`src/rtl/dmach_pkg.sv`:
```
package dmach_pkg;

    typedef enum logic [1:0] {
        STEP_UP    = 2'd0,
        STEP_DOWN  = 2'd1,
        STEP_FIXED = 2'd2
    } step_e;

    typedef enum logic [1:0] {
        ENG_IDLE,
        ENG_READ,
        ENG_WRITE,
        ENG_DONE
    } eng_state_e;

    localparam logic [2:0] SEL_SRC   = 3'd0;
    localparam logic [2:0] SEL_DST   = 3'd1;
    localparam logic [2:0] SEL_TOTAL = 3'd2;
    localparam logic [2:0] SEL_BLOCK = 3'd3;
    localparam logic [2:0] SEL_FILL  = 3'd4;
    localparam logic [2:0] SEL_CTRL  = 3'd5;

    localparam logic [4:0] MODE_IMMEDIATE = 5'h10;
    localparam logic [4:0] MODE_FIFO      = 5'h0A;

    localparam int CB_ARM        = 31;
    localparam int CB_IRQ        = 30;
    localparam int CB_RPT        = 29;
    localparam int CB_MODE_LO    = 24;
    localparam int CB_SRC_RELOAD = 15;
    localparam int CB_SRC_STEP   = 13;
    localparam int CB_DST_RELOAD = 12;
    localparam int CB_DST_STEP   = 10;

    typedef struct packed {
        step_e      src_step;
        step_e      dst_step;
        logic       fill;
        logic [4:0] mode;
        logic       rpt;
        logic       irq_en;
        logic       src_reload;
        logic       dst_reload;
    } chan_cfg_t;

    function automatic step_e dst_step_of(input logic [1:0] f);
        case (f)
            2'd1:    return STEP_DOWN;
            2'd2:    return STEP_FIXED;
            default: return STEP_UP;
        endcase
    endfunction

    function automatic step_e src_step_of(input logic [1:0] f);
        case (f)
            2'd0:    return STEP_UP;
            2'd1:    return STEP_DOWN;
            default: return STEP_FIXED;
        endcase
    endfunction

    function automatic logic [4:0] clamp_mode(input logic [4:0] m);
        return (m > MODE_IMMEDIATE) ? MODE_IMMEDIATE : m;
    endfunction

    function automatic chan_cfg_t decode_ctrl(input logic [31:0] c);
        chan_cfg_t r;
        r.src_step   = src_step_of(c[CB_SRC_STEP +: 2]);
        r.dst_step   = dst_step_of(c[CB_DST_STEP +: 2]);
        r.fill       = (c[CB_SRC_STEP +: 2] == 2'd3);
        r.mode       = clamp_mode(c[CB_MODE_LO +: 5]);
        r.rpt        = c[CB_RPT];
        r.irq_en     = c[CB_IRQ];
        r.src_reload = c[CB_SRC_RELOAD];
        r.dst_reload = c[CB_DST_RELOAD];
        return r;
    endfunction

endpackage

```
`src/rtl/dmach_regs.sv`:
```
module dmach_regs
    import dmach_pkg::*;
#(
    parameter int AW    = 32,
    parameter int DW    = 32,
    parameter int TOT_W = 32,
    parameter int BLK_W = 24
) (
    input  logic             clk,
    input  logic             rst,
    input  logic             we,
    input  logic [2:0]       sel,
    input  logic [31:0]      wdata,
    input  logic             clear_arm,
    output logic [AW-1:0]    src_reg,
    output logic [AW-1:0]    dst_reg,
    output logic [TOT_W-1:0] total_reg,
    output logic [BLK_W-1:0] block_reg,
    output logic [DW-1:0]    fill_reg,
    output logic             armed,
    output logic             arm_pulse,
    output logic             arm_immediate,
    output chan_cfg_t        cfg
);

    logic [31:0] ctrl_q;
    chan_cfg_t   cfg_q;
    chan_cfg_t   new_cfg;

    assign new_cfg       = decode_ctrl(wdata);
    assign arm_pulse     = we && (sel == SEL_CTRL) && wdata[CB_ARM] && !ctrl_q[CB_ARM];
    assign arm_immediate = arm_pulse && (new_cfg.mode == MODE_IMMEDIATE);

    always_ff @(posedge clk) begin
        if (rst) begin
            src_reg   <= '0;
            dst_reg   <= '0;
            total_reg <= '0;
            block_reg <= '0;
            fill_reg  <= '0;
            ctrl_q    <= '0;
            cfg_q     <= '0;
        end else begin
            if (we) begin
                case (sel)
                    SEL_SRC:   src_reg   <= wdata[AW-1:0];
                    SEL_DST:   dst_reg   <= wdata[AW-1:0];
                    SEL_TOTAL: total_reg <= wdata[TOT_W-1:0];
                    SEL_BLOCK: block_reg <= wdata[BLK_W-1:0];
                    SEL_FILL:  fill_reg  <= wdata[DW-1:0];
                    default: ;
                endcase
            end
            if (we && sel == SEL_CTRL) begin
                ctrl_q <= wdata;
            end else if (clear_arm) begin
                ctrl_q[CB_ARM] <= 1'b0;
            end
            if (arm_pulse) begin
                cfg_q <= new_cfg;
            end
        end
    end

    assign armed = ctrl_q[CB_ARM];
    assign cfg   = cfg_q;

endmodule

```
`src/rtl/dmach_addr_step.sv`:
```
module dmach_addr_step
    import dmach_pkg::*;
#(
    parameter int AW = 32
) (
    input  logic          clk,
    input  logic          rst,
    input  logic          load,
    input  logic [AW-1:0] load_val,
    input  logic          step_en,
    input  step_e         step,
    output logic [AW-1:0] addr
);

    localparam logic [AW-1:0] STRIDE = AW'(4);

    always_ff @(posedge clk) begin
        if (rst) begin
            addr <= '0;
        end else if (load) begin
            addr <= load_val;
        end else if (step_en) begin
            case (step)
                STEP_UP:   addr <= addr + STRIDE;
                STEP_DOWN: addr <= addr - STRIDE;
                default:   addr <= addr;
            endcase
        end
    end

endmodule

```
`src/rtl/dmach_engine.sv`:
```
module dmach_engine
    import dmach_pkg::*;
#(
    parameter int DW    = 32,
    parameter int TOT_W = 32,
    parameter int BLK_W = 24,
    parameter int CHUNK = 112
) (
    input  logic             clk,
    input  logic             rst,
    input  logic             armed,
    input  logic             arm_pulse,
    input  logic             arm_immediate,
    input  chan_cfg_t        cfg,
    input  logic [TOT_W-1:0] total_reg,
    input  logic [BLK_W-1:0] block_reg,
    input  logic [DW-1:0]    fill_reg,
    input  logic             trig,
    input  logic [DW-1:0]    mem_rdata,
    input  logic             mem_ready,
    output logic             mem_req,
    output logic             mem_we,
    output logic [DW-1:0]    mem_wdata,
    output logic             blk_start,
    output logic             word_done,
    output logic             clear_arm,
    output logic             irq,
    output logic             hold
);

    localparam int CNT_W = BLK_W + 1;
    localparam int CMP_W = (TOT_W > CNT_W) ? TOT_W : CNT_W;
    localparam logic [CNT_W-1:0] BLK_MAX = CNT_W'(1) << BLK_W;
    localparam logic [CNT_W-1:0] CHUNK_C = CNT_W'(CHUNK);
    localparam logic [CNT_W-1:0] ONE_C   = CNT_W'(1);

    eng_state_e       state_q;
    logic [CNT_W-1:0] iter_q, rem_q;
    logic [TOT_W-1:0] total_q;
    logic             in_prog_q, imm_go_q, irq_q;
    logic [DW-1:0]    data_q;

    logic             imm;
    logic [CNT_W-1:0] base_cnt, iter_cap, iter_pick, rem_pick;
    logic             start;

    assign imm = (cfg.mode == MODE_IMMEDIATE);

    always_comb begin
        base_cnt = in_prog_q ? rem_q
                 : ((block_reg == '0) ? BLK_MAX : CNT_W'(block_reg));
        iter_cap = ((cfg.mode == MODE_FIFO) && (base_cnt > CHUNK_C)) ? CHUNK_C : base_cnt;
        iter_pick = iter_cap;
        rem_pick  = base_cnt;
        if (!imm && !cfg.rpt && (CMP_W'(iter_cap) > CMP_W'(total_q))) begin
            iter_pick = CNT_W'(total_q);
            rem_pick  = CNT_W'(total_q);
        end
    end

    assign start = (state_q == ENG_IDLE) && armed && (imm_go_q || (!imm && trig));

    always_ff @(posedge clk) begin
        if (rst) begin
            state_q   <= ENG_IDLE;
            iter_q    <= '0;
            rem_q     <= '0;
            total_q   <= '0;
            in_prog_q <= 1'b0;
            imm_go_q  <= 1'b0;
            irq_q     <= 1'b0;
            data_q    <= '0;
        end else begin
            case (state_q)
                ENG_IDLE: begin
                    if (start) begin
                        iter_q    <= iter_pick;
                        rem_q     <= rem_pick;
                        in_prog_q <= 1'b1;
                        imm_go_q  <= 1'b0;
                        if (iter_pick == '0)   state_q <= ENG_DONE;
                        else if (cfg.fill)     state_q <= ENG_WRITE;
                        else                   state_q <= ENG_READ;
                    end
                end
                ENG_READ: begin
                    if (mem_ready) begin
                        data_q  <= mem_rdata;
                        state_q <= ENG_WRITE;
                    end
                end
                ENG_WRITE: begin
                    if (mem_ready) begin
                        iter_q  <= iter_q - ONE_C;
                        rem_q   <= rem_q - ONE_C;
                        total_q <= total_q - TOT_W'(1);
                        if (iter_q == ONE_C)   state_q <= ENG_DONE;
                        else if (cfg.fill)     state_q <= ENG_WRITE;
                        else                   state_q <= ENG_READ;
                    end
                end
                default: begin
                    if (rem_q == '0) in_prog_q <= 1'b0;
                    state_q <= ENG_IDLE;
                end
            endcase
            if (arm_pulse) begin
                total_q   <= total_reg;
                in_prog_q <= 1'b0;
                imm_go_q  <= arm_immediate;
            end
            irq_q <= clear_arm && cfg.irq_en;
        end
    end

    assign clear_arm = (state_q == ENG_DONE) && (rem_q == '0)
                     && (imm || (!cfg.rpt && total_q == '0));
    assign mem_req   = (state_q == ENG_READ) || (state_q == ENG_WRITE);
    assign mem_we    = (state_q == ENG_WRITE);
    assign mem_wdata = cfg.fill ? fill_reg : data_q;
    assign blk_start = start;
    assign word_done = (state_q == ENG_WRITE) && mem_ready;
    assign hold      = (state_q != ENG_IDLE);
    assign irq       = irq_q;

    a_r13_req_under_hold: assert property (@(posedge clk) disable iff (rst)
        mem_req |-> hold);

    a_r13_wait_ready: assert property (@(posedge clk) disable iff (rst)
        (mem_req && !mem_ready) |=> (mem_req && $stable(mem_we)));

    a_r11_irq_one_cycle: assert property (@(posedge clk) disable iff (rst)
        irq |=> !irq);

    a_r4_fill_no_read: assert property (@(posedge clk) disable iff (rst)
        (mem_req && !mem_we) |-> !cfg.fill);

    a_r12_chunk_limit: assert property (@(posedge clk) disable iff (rst)
        (hold && cfg.mode == MODE_FIFO) |-> (iter_q <= CHUNK_C));

endmodule

```
`src/rtl/dma_word_channel.sv`:
```
module dma_word_channel
    import dmach_pkg::*;
#(
    parameter int AW    = 32,
    parameter int DW    = 32,
    parameter int TOT_W = 32,
    parameter int BLK_W = 24,
    parameter int CHUNK = 112
) (
    input  logic          clk,
    input  logic          rst,
    input  logic          reg_we,
    input  logic [2:0]    reg_sel,
    input  logic [31:0]   reg_wdata,
    input  logic          trig,
    output logic          mem_req,
    output logic          mem_we,
    output logic [AW-1:0] mem_addr,
    output logic [DW-1:0] mem_wdata,
    input  logic [DW-1:0] mem_rdata,
    input  logic          mem_ready,
    output logic          hold,
    output logic          armed,
    output logic          irq
);

    logic [AW-1:0]    src_reg, dst_reg, src_cur, dst_cur;
    logic [TOT_W-1:0] total_reg;
    logic [BLK_W-1:0] block_reg;
    logic [DW-1:0]    fill_reg;
    logic             arm_pulse, arm_immediate, clear_arm;
    logic             blk_start, word_done;
    chan_cfg_t        cfg;

    dmach_regs #(.AW(AW), .DW(DW), .TOT_W(TOT_W), .BLK_W(BLK_W)) u_regs (
        .clk(clk), .rst(rst), .we(reg_we), .sel(reg_sel), .wdata(reg_wdata),
        .clear_arm(clear_arm), .src_reg(src_reg), .dst_reg(dst_reg),
        .total_reg(total_reg), .block_reg(block_reg), .fill_reg(fill_reg),
        .armed(armed), .arm_pulse(arm_pulse), .arm_immediate(arm_immediate),
        .cfg(cfg)
    );

    dmach_addr_step #(.AW(AW)) u_src (
        .clk(clk), .rst(rst),
        .load(arm_pulse || (blk_start && cfg.src_reload)),
        .load_val(src_reg), .step_en(word_done), .step(cfg.src_step),
        .addr(src_cur)
    );

    dmach_addr_step #(.AW(AW)) u_dst (
        .clk(clk), .rst(rst),
        .load(arm_pulse || (blk_start && cfg.dst_reload)),
        .load_val(dst_reg), .step_en(word_done), .step(cfg.dst_step),
        .addr(dst_cur)
    );

    dmach_engine #(.DW(DW), .TOT_W(TOT_W), .BLK_W(BLK_W), .CHUNK(CHUNK)) u_eng (
        .clk(clk), .rst(rst), .armed(armed), .arm_pulse(arm_pulse),
        .arm_immediate(arm_immediate), .cfg(cfg), .total_reg(total_reg),
        .block_reg(block_reg), .fill_reg(fill_reg), .trig(trig),
        .mem_rdata(mem_rdata), .mem_ready(mem_ready), .mem_req(mem_req),
        .mem_we(mem_we), .mem_wdata(mem_wdata), .blk_start(blk_start),
        .word_done(word_done), .clear_arm(clear_arm), .irq(irq), .hold(hold)
    );

    assign mem_addr = mem_we ? dst_cur : src_cur;

    a_r13_addr_held: assert property (@(posedge clk) disable iff (rst)
        (mem_req && !mem_ready) |=> $stable(mem_addr));

    a_r10_irq_follows_disarm: assert property (@(posedge clk) disable iff (rst)
        (irq && !$past(reg_we)) |-> !armed);

endmodule

```
`config.mk`:
```
export PLATFORM = sky130hd
export DESIGN_NAME = dma_word_channel
export DESIGN_NICKNAME = d
export VERILOG_FILES = /design/src/rtl/dmach_pkg.sv /design/src/rtl/dmach_regs.sv /design/src/rtl/dmach_addr_step.sv /design/src/rtl/dmach_engine.sv /design/src/rtl/dma_word_channel.sv
export SDC_FILE = /design/constraint.sdc
export NUM_CORES = 1
export LEC_CHECK = 0
export ABC_AREA = 1
export BUFFER_PORTS_ARGS = -buffer_cell sky130_fd_sc_hd__clkbuf_2
export CAP_MARGIN = 40
export CORE_UTILIZATION = 50
export DETAILED_ROUTE_END_ITERATION = 12
export GPL_ROUTABILITY_DRIVEN = 0
export PLACE_DENSITY = 0.65
export SLEW_MARGIN = 30
export SYNTH_ARGS = -nofsm -noshare
export SYNTH_HDL_FRONTEND = slang
export SYNTH_SLANG_ARGS = --single-unit
```
`constraint.sdc`:
```
create_clock -name clk -period 4.45 [get_ports clk]
set_input_delay 0.2225 -clock clk [delete_from_list [all_inputs] [get_ports clk]]
set_output_delay 0.2225 -clock clk [all_outputs]
set_load 0.01 [all_outputs]
```
**Yosys cells after proc, flatten, opt, wreduce, memory -nomap -nowiden**

Cells that the tools add are included.
W data, S select, Z words.

- Register bits: 350
- Input bits: 72
- Output and inout bits: 69
- Word-level logic and storage cells: 157

- Add/sub/neg operators: 7
- Magnitude comparators: 3
- Equal/unequal tests: 21
- Muxes and demuxes: 40
- Bitwise gates (word level): 1
- Reductions and logical operators: 61

Operators by type and width:

| cell | number |
|---|---|
| $mux W32 | 9 |
| $mux W25 | 9 |
| $pmux W32 S2 | 2 |
| $pmux W25 S2 | 2 |
| $add A32 B3 Y32 const B | 2 |
| $sub A32 B3 Y32 const B | 2 |
| $logic_not A25 Y1 | 2 |
| $sub A25 B1 Y25 const B | 2 |
| $gt A25 B32 Y1 | 1 |
| $logic_not A32 Y1 | 1 |
| $sub A32 B1 Y32 const B | 1 |
| $eq A25 B1 Y1 const B | 1 |
| $gt A25 B7 Y1 const B | 1 |
| $logic_not A24 Y1 | 1 |
| $reduce_and A2 Y1 | 10 |
| $reduce_bool A2 Y1 | 10 |
| $logic_and A1 B1 Y1 | 17 |
| $mux W2 | 6 |
| $eq A2 B1 Y1 const B | 5 |
| $eq A5 B5 Y1 const B | 2 |
| $reduce_and A3 Y1 | 3 |
| $eq A2 B2 Y1 const B | 4 |
| $logic_not A2 Y1 | 4 |
| $pmux W2 S2 | 2 |
| 17 further kinds | 34 |

**Depth between registers and ports, before layout**

Gate-level depths: netlist of run 1.

- Depth after elaboration: 13
- Mapped depth: 39
- Gate-level depth less buffers: 35

**By module**

A second synthesis of run 1 with hierarchy kept.

- Cell total of the unflattened synthesis: 3783
- Area, all modules: 23092.1 µm²

By module, submodules not included:

| module | instances | cells an instance | area an instance (µm²) | sequential area each (µm²) |
|---|---|---|---|---|
| dmach_engine | 1 | 1550 | 9344.0 | 2382.3 |
| dmach_addr_step | 2 | 679 | 3669.8 | 640.6 |
| dmach_regs | 1 | 766 | 5898.2 | 3343.2 |
| dma_word_channel | 1 | 109 | 510.5 | 0.0 |

**Worst setup path after synthesis of run 1**

No wires, ideal clock.

- Kind: reg2reg
- Start: reg u_eng.in_prog_q
- End: reg u_eng.state_q[1]
- Setup time: 0.070 ns
- Arrival time: 3.733 ns
- Required time: 4.380 ns
- Slack: 0.647 ns
- Cell stages (with the launch flop): 33
- Clock period less this slack: 3.803 ns
- Cells stage by stage: dfxtp_1 buf_4 nand2_1 o21ai_1 or2_1 nor3_1 nand2_1 nand3_4 nand2_4 inv_1 clkbuf_1 nor2_1 ha_1 nand2_1 nor2_1 nand2_1 nor3b_1 a31oi_1 nand2_1 buf_6 buf_6 nor2_1 o21ai_0 nand2_1 inv_1 nand2_1 nor2_1 nand2_1 nand2_1 nand2_1 nand2_1 nand2_1 a21oi_1

- Cells in the longest elaborated chain, start to end: 11

RTL lines:

| item | line | RTL |
|---|---|---|
| start: declaration | dmach_engine.sv:40 | `logic in_prog_q, imm_go_q, irq_q;` |
| start signal: assignment | dmach_engine.sv:69 | `in_prog_q <= 1'b0;` |
| start signal: assignment | dmach_engine.sv:79 | `in_prog_q <= 1'b1;` |
| start signal: assignment | dmach_engine.sv:103 | `if (rem_q == '0) in_prog_q <= 1'b0;` |
| $mux W25 (*) | dmach_engine.sv:50 | `base_cnt = in_prog_q ? rem_q` |
| $gt A25 B7 Y1 | dmach_engine.sv:52 | `iter_cap = ((cfg.mode == MODE_FIFO) && (base_cnt > CHUNK_C)) ? CHUNK_C : base_cnt;` |
| $logic_and A1 B1 Y1 | dmach_engine.sv:52 |  |
| $mux W25 (*) | dmach_engine.sv:52 |  |
| $gt A25 B32 Y1 | dmach_engine.sv:55 | `if (!imm && !cfg.rpt && (CMP_W'(iter_cap) > CMP_W'(total_q))) begin` |
| $logic_and A1 B1 Y1 | dmach_engine.sv:55 |  |
| $mux W25 (*) | dmach_engine.sv:55 |  |
| $logic_not A25 Y1 (*) | dmach_engine.sv:81 | `if (iter_pick == '0) state_q <= ENG_DONE;` |
| $mux W2 (*) | dmach_engine.sv:81 |  |
| $mux W2 (*) | dmach_engine.sv:76 | `if (start) begin` |
| $pmux W2 S3 (*) | dmach_engine.sv:74 | `case (state_q)` |
| end signal: assignment | dmach_engine.sv:81 |  |
| end signal: assignment | dmach_engine.sv:82 | `else if (cfg.fill) state_q <= ENG_WRITE;` |
| end signal: assignment | dmach_engine.sv:83 | `else state_q <= ENG_READ;` |
| end: declaration | dmach_engine.sv:37 | `eng_state_e state_q;` |

Mark *: on every way between the ends. The rest lies on a longest branch, timed or not. The select of a mux whose other input is x is not followed.
A chain may end at the register's enable or synchronous reset.

**Worst setup path in the final report of run 1**

Same ends and word-level chain as after synthesis.

==> summary.md, run 1 <==
| Metric | Value |
|---|---|
| Status | complete, no violations |
| Max Fclk | 228 MHz |
| Path type of the worst setup path | reg2reg |
| Synth-to-Final Area Change | 18.4% |
| Comb power frac | 44.9% |
| Hold crit path type | in2reg |
| H-Tree Depth | 2 |
| Reg clk slew, reported paths | 0.06 ns |
| Layout cell share with drive strength beyond 1 | 11.5% |
| Max-slew violation count | 0 |
| Ys async rst share | 0% |
| Synth unique cells | 52 |
| Final Critical Period | 4.39 ns |
| R2R cell count | 36 |
| Sequential Area | 7010 um2 |
| Sequential Power Share | 28.1% |
| Sw frac | 42.0% |
| Most common cell in the netlist | nand2_1 |
| Filler Cells Inserted | 3774 |
| CTS tree | yes |
| Crit end category | register |
| Hold Path End | u_regs.fill_reg[31] |
| Setup TNS | 0 ns |
| CP top delay family | simple AND/OR/NAND/NOR gates |
| Largest cells by area after synthesis | dfxtp_1 34%, nand2_1 12%, nor2_1 8.9% |
| DRT Wirelength | 74.6 mm |
| Synth Instances | 3134 |
| Antenna violations before repair | 1 |
| Clock Latency Late Sink | 0.60 ns |
| Worst slew margin | 46.0% |
| Remaining DRCs | 0 |
| Unrepaired setup endpoints after global routing | yes |
| Number of buffers created by CTS | 41 |
| Yosys top cell area share | 34.2% |
| Total power per unit cell area | 548 nW/um2 |
| Core Box Area | 40100 um2 |
| Starting DRC count in detailed routing | 2513 |
| Yosys top cell by area | dfxtp_1 |
| Slowest cell on the critical path | dfxtp_4 |
| WP data arrival | 4.83 ns |
| Critical Path RT | 4.89 ns |
| Gr ovfl total | 0 |
| Crit path buffers/inverters | 6 |
| Final setup violation count | 0 |
| Die width | 204 um |
| WL/cell | 19.3 um |
| Critical R2R Launch | u_eng.in_prog_q |
| Hold Vio Cnt, Final | 0 |
| Yosys reg bits | 350 |
| Yosys warns | 0 |
| Vias per cell | 5.79 |
| R2r endpoint | u_eng.state_q[1] |
| Global-route wire length before repair | 113 mm |
| Sink Count | 350 |
| Predominant post-synthesis flop cell | dfxtp_1 |
| Worst-margin pin slew | 0.810 ns |
| Most frequent cells after synthesis | 666 x nand2_1, 488 x nor2_1, 353 x o21ai_0, 350 x dfxtp_1, 282 x inv_1 |
| Tcrit/Tclk final | 98.6% |
| Total leakage power | 0.0112 uW |
| Number of global-route vias before repair | 19.9k |
| Mean Syn Cell Area | 6.54 um2 |
| Net Switching | 5580 uW |
| DR vias | 22.3k |
| Initial Util | 51.1% |
| Final nets | 3467 |
| DRT Pass-1 Iters | 6 |
| Slowest cell delay on critical path | 0.38 ns |
| DIE AREA | 41800 um2 |
| Chip Height | 204 um |
| Final instance area | 24300 um2 |
| Worst Hold Depth | 3 |
| HP Start | reg_wdata[31] |
| Maxcap violations | 0 |
| Worst R2R Setup Slack | 0.06 ns |
| Final ANT Viol Nets | 0 |
| Site Rows | 73 |
| Seq/Total Area, Yosys | 34.2% |
| Crit-path max FO | 7 |
| Crit-path most repeated cell | nand2_1 |
| EDFF count, synth | 0 |
| Multi-input gate area | 12000 um2 |
| Root buf cell | clkbuf_16 |
| Largest net degree at the start of global routing | 126 |
| Detailed placement HPWL | 51.5 mm |
| Gr usage total | 34.8% |
| Cell Area, Synth | 20500 um2 |
| Total power | 13300 uW |
| Port Buffers | 140 |
| Top Ports | 141 |
| Clk_skew | 0.0259 ns |
| Worst vdd ir | 0.386 mV |
| Placed Area | 21800 um2 |
| Clock power share | 27.1% |
| CTS max path bufs | 3 |
| Syn nets | 3298 |
| Internal power | 7710 uW |
| Crit start category | register |
how the worst max path moves through the flow:
stage                          startpoint               end  cells past startpoint  slack [ns]
final                     u_eng.in_prog_q  u_eng.state_q[1]                     36        0.06
after global placement    u_eng.in_prog_q  u_eng.state_q[1]                     33       -0.05
after CTS                 u_eng.in_prog_q  u_eng.state_q[1]                     31        0.02
after floorplan           u_eng.in_prog_q  u_eng.state_q[1]                     32        0.65
after detailed placement  u_eng.in_prog_q  u_eng.state_q[1]                     29       -0.21
after global routing      u_eng.in_prog_q  u_eng.state_q[1]                     36       -0.13
worst register-to-register path: cells and delay by family, from the launching register on:
family	cells	cell delay, ns
and+or+nand+nor	24	2.17
buffers and inverters	6	0.83
AOI/OAI and AO/OA	5	0.64
DFF	1	0.38
adders and majority gates	1	0.25
power by group through the flow:
stage          clock network (uW)  logic (uW)  registers, uW
6_report                     3600        5960           3730
2_1_floorplan                   0        3820           3660
3_5_place_dp                    0        5220           3770
4_1_cts                      3640        5280           3710
5_1_grt                      3760        6510           3750
3_3_place_gp                    0        5150           3770
layout make-up:
| cell class | instances | share of cell area (%) |
|---|---|---|
| repair buffers | 273 | 8.25 |
| inverters | 291 | 4.56 |
| repair inverters | 3 | 0.0928 |
| diodes | 1 | 0.0103 |
| multi-input cells | 2343 | 49.5 |
| clock buffers | 63 | 5.11 |
| flip-flops and latches | 350 | 28.9 |
| well taps | 525 | 2.71 |
| clock inverters | 11 | 0.856 |
cells by family after synthesis:
family / count (synthesis) / share of synthesized area (%)
AO/OA/AOI/OAI: 815 / 21.9
XOR/XNOR: 73 / 3.12
adder cells (fa/ha/maj): 92 / 5.69
buffers and inverters: 441 / 8.27
flip-flops: 350 / 34.2
AND/OR/NAND/NOR: 1363 / 26.8
per-stage QoR:
step	cells	setup WS, ns	utilization [%]	hold slack (ns)
after global routing	3859	-0.134	60.5	0.0441
after detailed placement	3714	-0.212	54.5	0.443
after global placement	3712	-0.0469	54.4	0.444
after CTS	3825	0.0153	59.0	0.0249
after floorplan	3134	0.647	-	0.357
final	3860	0.0616	60.5	0.0463
routing by layer:
metal | vias up | wire, um | GRT usage, %
met1 | 10425 | 32800 | 49.2
met2 | 1035 | 32000 | 52.4
met3 | 156 | 7140 | 6.70
li1 | 10731 | - | -
met5 | - | 12 | 0
met4 | 2 | 2610 | 11.9
repair_timing:
item,in CTS,in global routing
hold buffers,36,0
gates resized for setup,3,62
pin swaps,0,30
hold endpoints to repair,37,0
setup endpoints to repair,2,8
setup buffers,0,20
gates cloned,1,8
placed cells by master, fill, tap and decap left out, types with 15 or more instances in the layout:
| master | count |
|---|---|
| xnor2_1 | 24 |
| clkbuf_2 | 139 |
| o21ai_0 | 348 |
| a31oi_1 | 50 |
| nand4_1 | 27 |
| ha_1 | 87 |
| o211ai_1 | 27 |
| inv_1 | 276 |
| xor2_1 | 49 |
| buf_4 | 78 |
| o21ai_1 | 18 |
| nor2_1 | 472 |
| nor3_1 | 34 |
| nor2_2 | 15 |
| nand2_1 | 650 |
| nand3_1 | 111 |
| a221oi_1 | 16 |
| clkbuf_16 | 45 |
| dfxtp_1 | 349 |
| a21oi_1 | 268 |
| o21bai_1 | 18 |
| dlygate4sd3_1 | 36 |
Power figures use the tool's default switching activity.
==> run 2: changes to the inputs <==
--- a/config.mk
+++ b/config.mk
@@ -8,10 +8,11 @@
 export ABC_AREA = 1
 export BUFFER_PORTS_ARGS = -buffer_cell sky130_fd_sc_hd__clkbuf_2
 export CAP_MARGIN = 40
-export CORE_UTILIZATION = 50
+export CORE_UTILIZATION = 42
 export DETAILED_ROUTE_END_ITERATION = 12
 export GPL_ROUTABILITY_DRIVEN = 0
-export PLACE_DENSITY = 0.65
+export MAX_ROUTING_LAYER = met4
+export PLACE_DENSITY = 0.56
 export SLEW_MARGIN = 30
 export SYNTH_ARGS = -nofsm -noshare
 export SYNTH_HDL_FRONTEND = slang
==> run 2 against run 1 <==
Effect of this change: combinational power fell by 4.0%; non-clock buffer count down 25; flip-flop and latch count is the same; cell count is 1.6% higher; sequential share of layout area rose by 0.22 points.
==> summary.md, run 2 (synthesis results as in run 1) <==
| Metric | Value |
|---|---|
| Status | complete, no violations |
| R2R cell count | 30 |
| Comb power frac | 44.1% |
| CTS tree | yes |
| Remaining DRCs | 0 |
| CTS max path bufs | 3 |
| Clock power share | 27.0% |
| Final setup violation count | 0 |
| Filler Cells Inserted | 4866 |
| DRT Wirelength | 76.3 mm |
| Sink Count | 350 |
| Internal power | 7410 uW |
| Layout cell share with drive strength beyond 1 | 11.0% |
| Most frequent cells in the layout | 651 x nand2_1, 474 x nor2_1, 349 x dfxtp_1 |
| Top Ports | 141 |
| WP data arrival | 4.74 ns |
| H-Tree Depth | 2 |
| Global-route wire length before repair | 116 mm |
| Final nets | 3441 |
| Clk_skew | 0.0309 ns |
| DIE AREA | 49700 um2 |
| Total leakage power | 0.0110 uW |
| Detailed placement HPWL | 53.8 mm |
| Multi-input gate area | 12100 um2 |
| Chip Height | 223 um |
| Sequential Area | 7010 um2 |
| Starting DRC count in detailed routing | 2122 |
| Sw frac | 42.7% |
| Net Switching | 5540 uW |
| Slowest cell delay on critical path | 0.36 ns |
| Maxcap violations | 0 |
| Crit path buffers/inverters | 5 |
| Site Rows | 80 |
| Initial Util | 42.7% |
| Final Critical Period | 4.25 ns |
| Core Box Area | 47900 um2 |
| Hold Path End | u_eng.imm_go_q |
| HP Start | reg_wdata[28] |
| Reg clk slew, reported paths | 0.05 ns |
| Number of global-route vias before repair | 19.9k |
| Worst vdd ir | 0.377 mV |
| Root buf cell | clkbuf_16 |
| Max-slew violation count | 0 |
| Path type of the worst setup path | reg2reg |
| Max Fclk | 235 MHz |
| Slowest cell on the critical path | dfxtp_4 |
| Gr usage total | 30.9% |
| Unrepaired setup endpoints after global routing | yes |
| Hold crit path type | in2reg |
| Setup TNS | 0 ns |
| Hold Vio Cnt, Final | 0 |
| Total power per unit cell area | 538 nW/um2 |
| Crit start category | register |
| Tcrit/Tclk final | 95.5% |
| Critical R2R Launch | u_eng.in_prog_q |
| Vias per cell | 5.54 |
| Worst Hold Depth | 3 |
| Antenna violations before repair | 1 |
| Crit end category | register |
| Largest net degree at the start of global routing | 125 |
| Worst R2R Setup Slack | 0.20 ns |
| WL/cell | 19.4 um |
| Clock Latency Late Sink | 0.59 ns |
| Sequential Power Share | 28.8% |
| DRT Pass-1 Iters | 5 |
| Number of buffers created by CTS | 43 |
| Crit-path max FO | 21 |
| Synth-to-Final Area Change | 17.5% |
| Crit-path most repeated cell | nand2_1 |
| Worst-margin pin slew | 0.803 ns |
| Port Buffers | 140 |
| Gr ovfl total | 0 |
| CP top delay family | simple AND/OR/NAND/NOR gates |
| DR vias | 21.7k |
| Critical Path RT | 4.94 ns |
| Most common cell after layout, fill and taps aside | nand2_1 |
| Total power | 12900 uW |
| Die width | 223 um |
| Worst slew margin | 46.4% |
| Final ANT Viol Nets | 0 |
| R2r endpoint | u_eng.state_q[1] |
## run 2: how the worst max path moves through the flow
stage	start	depth (start not counted)	endpoint
global route	u_eng.in_prog_q	36	u_eng.state_q[1]
CTS	u_eng.in_prog_q	34	u_eng.state_q[1]
finish	u_eng.in_prog_q	30	u_eng.state_q[1]
global placement	u_eng.in_prog_q	33	u_eng.state_q[1]
detailed placement	u_eng.in_prog_q	34	u_eng.state_q[1]
floorplan	u_eng.in_prog_q	32	u_eng.state_q[1]
## run 2: per-stage QoR
step                      utilization, %  worst slack (ns)  instance area, um2  hold WS (ns)  instances
after floorplan                        -             0.647               20500         0.357       3134
after global placement              45.5             0.149               21800         0.445       3792
after detailed placement            45.7            0.0940               21900         0.445       3794
after CTS                           49.3            0.0516               23600        0.0276       3903
after global routing                50.2           -0.0259               24100        0.0527       3921
final                               50.2             0.201               24100        0.0355       3921
## run 2: timing repair
item / 4_1_cts / 5_1_grt
hold buffers: 36 / 0
hold endpoints to repair: 37 / 0
resized for setup: 0 / 69
setup endpoints to repair: 0 / 10
setup buffers: 0 / 13
## run 2: power groups by stage
stage               logic, uW  clock network, uW  registers [uW]
global placement         5210                  0            3780
CTS                      5270               3570            3710
floorplan                3820                  0            3660
detailed placement       5210                  0            3780
global route             6320               3690            3760
finish                   5720               3500            3730
## run 2: layer usage
layer / share of wire [%] / GRT usage (%) / wire length (um) / vias to the layer above
li1: - / - / - / 10669
met1: 46 / 43.1 / 35100 / 10056
met2: 42 / 44.6 / 32000 / 877
met3: 8.7 / 5.56 / 6620 / 131
met4: 3.3 / 10.4 / 2520 / 0
met5: 0 / - / 0 / -
## run 2: worst register-to-register path, delay by kind of cell (launching register included)
family	cells	cell delay [ns]
adder cells (fa/ha/maj)	1	0.33
AO/OA/AOI/OAI	5	0.82
AND/OR/NAND/NOR	19	1.93
flip-flops	1	0.36
buffers and inverters	5	0.70
## run 2: final cells by class
cell class | count | share of cell area (%)
Timing Repair Buffer | 248 | 7.22
Inverter | 291 | 4.58
Clock inverter | 11 | 0.603
Multi-Input combinational cell | 2343 | 50.1
Tap cell | 615 | 3.20
Antenna cell | 1 | 0.0104
Clock buffer | 62 | 5.14
Sequential cell | 350 | 29.1
==> run 3: changes to the inputs <==
--- a/config.mk
+++ b/config.mk
@@ -5,7 +5,6 @@
 export SDC_FILE = /design/constraint.sdc
 export NUM_CORES = 1
 export LEC_CHECK = 0
-export ABC_AREA = 1
 export BUFFER_PORTS_ARGS = -buffer_cell sky130_fd_sc_hd__clkbuf_2
 export CAP_MARGIN = 40
 export CORE_UTILIZATION = 42
==> run 3 against run 2 <==
Effect of this change: core utilization about the same; die area decreased by 2.0%; synthesized cell count decreased by 16%; fmax decreased by 1.8%; via count decreased by 8.0%; clock skew decreased by 0.0060 ns; first-iteration DRC count decreased by 13%; area after synthesis decreased by 2.1%; non-clock buffer count increased by 11; sequential share of layout area increased by 0.69 points; highest routed layer unchanged; count of clock-buffer cells in the layout increased by 3; register-to-register slack got worse by 0.08 ns; the run now ends with design-rule violations left.
==> summary.md, run 3 <==
| Metric | Value |
|---|---|
| Path type of the worst setup path | reg2reg |
| Remaining DRCs | 4 |
| Gr usage total | 29.0% |
| Status | complete, but fails checks |
| Multi-input gate area | 12300 um2 |
| Placed Area | 21600 um2 |
| Cell Area, Synth | 20100 um2 |
| Port Buffers | 140 |
| Net Switching | 4470 uW |
| Synth-to-Final Area Change | 17.2% |
| H-Tree Depth | 2 |
| Max-slew violation count | 0 |
| Syn nets | 2802 |
| Filler Cells Inserted | 4627 |
| Starting DRC count in detailed routing | 1854 |
| Vias per cell | 5.86 |
| Final instance area | 23500 um2 |
| Final ANT Viol Nets | 0 |
| Slowest cell delay on critical path | 0.39 ns |
| Chip Height | 221 um |
| Yosys reg bits | 350 |
| Crit start category | register |
| Number of buffers created by CTS | 42 |
| Sequential Area | 7010 um2 |
| Antenna Cells | 0 |
| Core Box Area | 46900 um2 |
| Worst-margin pin slew | 0.807 ns |
| Final setup violation count | 0 |
| EDFF count, synth | 0 |
| Setup TNS | 0 ns |
| Slowest cell on the critical path | dfxtp_4 |
| Mean Syn Cell Area | 7.61 um2 |
| Crit-path most repeated cell | a21o_1 |
| Most frequent cells in the layout | 564 x nand2_1, 347 x dfxtp_1, 336 x a21oi_1 |
| Clock power share | 30.8% |
| Sw frac | 39.0% |
| Yosys top cell by area | dfxtp_1 |
| Root buf cell | clkbuf_16 |
| Die width | 221 um |
| Worst vdd ir | 0.319 mV |
| DRT Pass-1 Iters | 10 |
| Sequential Power Share | 31.5% |
| Yosys top cell area share | 34.9% |
| Seq/Total Area, Yosys | 34.9% |
| Failing checks | design-rule violations |
| Site Rows | 79 |
| Synth unique cells | 77 |
| Max Fclk | 231 MHz |
| Critical Path RT | 4.91 ns |
| Final nets | 2938 |
| Top Ports | 141 |
| DIE AREA | 48700 um2 |
| Hold crit path type | in2reg |
| Total power per unit cell area | 488 nW/um2 |
| Crit end category | register |
| CTS max path bufs | 3 |
| Initial Util | 42.8% |
| Total leakage power | 0.00943 uW |
| Worst slew margin | 46.2% |
| Number of global-route vias before repair | 18.2k |
| Detailed placement HPWL | 49.1 mm |
| Final Critical Period | 4.33 ns |
| Ys async rst share | 0% |
| Clk_skew | 0.0248 ns |
| Most common cell in the netlist | nand2_1 |
| Predominant post-synthesis flop cell | dfxtp_1 |
| Crit path buffers/inverters | 3 |
| Comb power frac | 37.8% |
| Largest cells by area after synthesis | dfxtp_1 35%, nand2_1 11%, a21oi_1 8.5% |
| Internal power | 7000 uW |
| Yosys warns | 0 |
| Gr ovfl total | 0 |
| CP top delay family | compound AO/OA/AOI/OAI gates |
| Global-route wire length before repair | 106 mm |
| Crit-path max FO | 10 |
| WL/cell | 20.5 um |
| Largest net degree at the start of global routing | 232 |
| Tcrit/Tclk final | 97.2% |
| CTS tree | yes |
| Synth Instances | 2638 |
| DR vias | 20.0k |
| Reg clk slew, reported paths | 0.06 ns |
| Most frequent cells after synthesis | 565 x nand2_1, 350 x dfxtp_1, 339 x a21oi_1, 197 x nor2_1, 147 x clkbuf_1 |
| CP Cell Sequence | buf_4, nor3b_2, o21ai_0, mux2i_1, or2_2, a21boi_4, buf_12, nor2_2, ha_1, a21o_1, a21o_1, a21o_1, a21o_1, nor4_4, or2_4, buf_4, nand2b_1, o21ai_0, a21oi_1 |
| Most common cell after layout, fill and taps aside | nand2_1 |
| DRT Wirelength | 69.9 mm |
| Sink Count | 350 |
| Maxcap violations | 0 |
| WP data arrival | 4.79 ns |
| Layout cell share with drive strength beyond 1 | 14.6% |
| Hold Vio Cnt, Final | 0 |
| Antenna violations before repair | 2 |
| Clock Latency Late Sink | 0.59 ns |
-- run 3: changes by cell type in the layout (fill, tap and decap cells not counted), moves of 33 or more --
cell / previous run / this run
a21o_1: 7 / 40
mux2_2: 0 / 69
mux2i_1: 0 / 34
nand3_1: 96 / 41
inv_1: 277 / 53
nand2_1: 651 / 564
a21oi_1: 269 / 336
nor2_1: 474 / 193
a211oi_1: 5 / 59
o21ai_0: 348 / 129
-- run 3: worst min-delay path, cell delays in order --
cell and delay (ns):
clkbuf_2 0.18, nand2_1 0.09, a21oi_1 0.06
-- run 3: through the flow --
stage,power [uW],hold WS (ns),std cells,util (%),worst slack [ns]
after detailed placement,7770,0.443,3294,46.0,0.0301
final,11500,0.0185,3413,50.2,0.124
after global placement,7720,0.437,3291,45.9,0.0501
after floorplan,6430,0.358,2638,-,0.0171
after CTS,11300,0.0107,3404,49.8,0.0103
after global routing,12100,0.0180,3413,50.2,-0.0112
-- run 3: what timing repair did --
action | CTS | global route
hold buffers | 34 | 0
setup endpoints to repair | 0 | 52
hold endpoints to repair | 40 | 0
resized for setup | 0 | 22
buffers inserted | 0 | 5
-- run 3: per-layer routing --
layer  routed length [um]  global-route usage (%)
met5                    0                       -
met4                 1990                    9.06
met3                 4890                    4.36
met2                30400                    42.1
met1                32700                    40.9
-- run 3: cells by family after synthesis --
group,after synthesis,share of synthesized area (%)
fa+ha+maj,92,5.81
mux,106,5.75
xor+xnor,66,2.88
simple gates,1039,23.1
buf+inv,223,4.39
compound gates,762,23.2
flops,350,34.9
-- run 3: worst paths after layout --
kind | slack, ns | endpoint | cells past startpoint | start
setup / recovery | 0.12 | u_eng.iter_q[6] | 19 | u_eng.in_prog_q
setup reg to reg | 0.12 | u_eng.iter_q[6] | 19 | u_eng.in_prog_q
hold reg to reg | 0.45 | u_regs.dst_reg[15] | 2 | u_regs.dst_reg[15]
hold / removal | 0.02 | u_regs.fill_reg[5] | 3 | reg_wdata[5]
-- run 3: final cells by class --
cell class              instances  area share (%)
clock buffers                  65            5.34
multi-input cells            2066            52.3
inverters                      55           0.878
flip-flops and latches        350            29.8
clock inverters                11           0.622
repair buffers                259            7.77
well taps                     607            3.23
-- run 3: power by group through the flow --
| stage | Combinational (uW) | Sequential (uW) | Clock, uW |
|---|---|---|---|
| 2_1_floorplan | 2860 | 3580 | 0 |
| 6_report | 4340 | 3610 | 3530 |
| 3_5_place_dp | 4100 | 3660 | 0 |
| 4_1_cts | 4150 | 3600 | 3580 |
| 5_1_grt | 4730 | 3630 | 3700 |
| 3_3_place_gp | 4060 | 3660 | 0 |
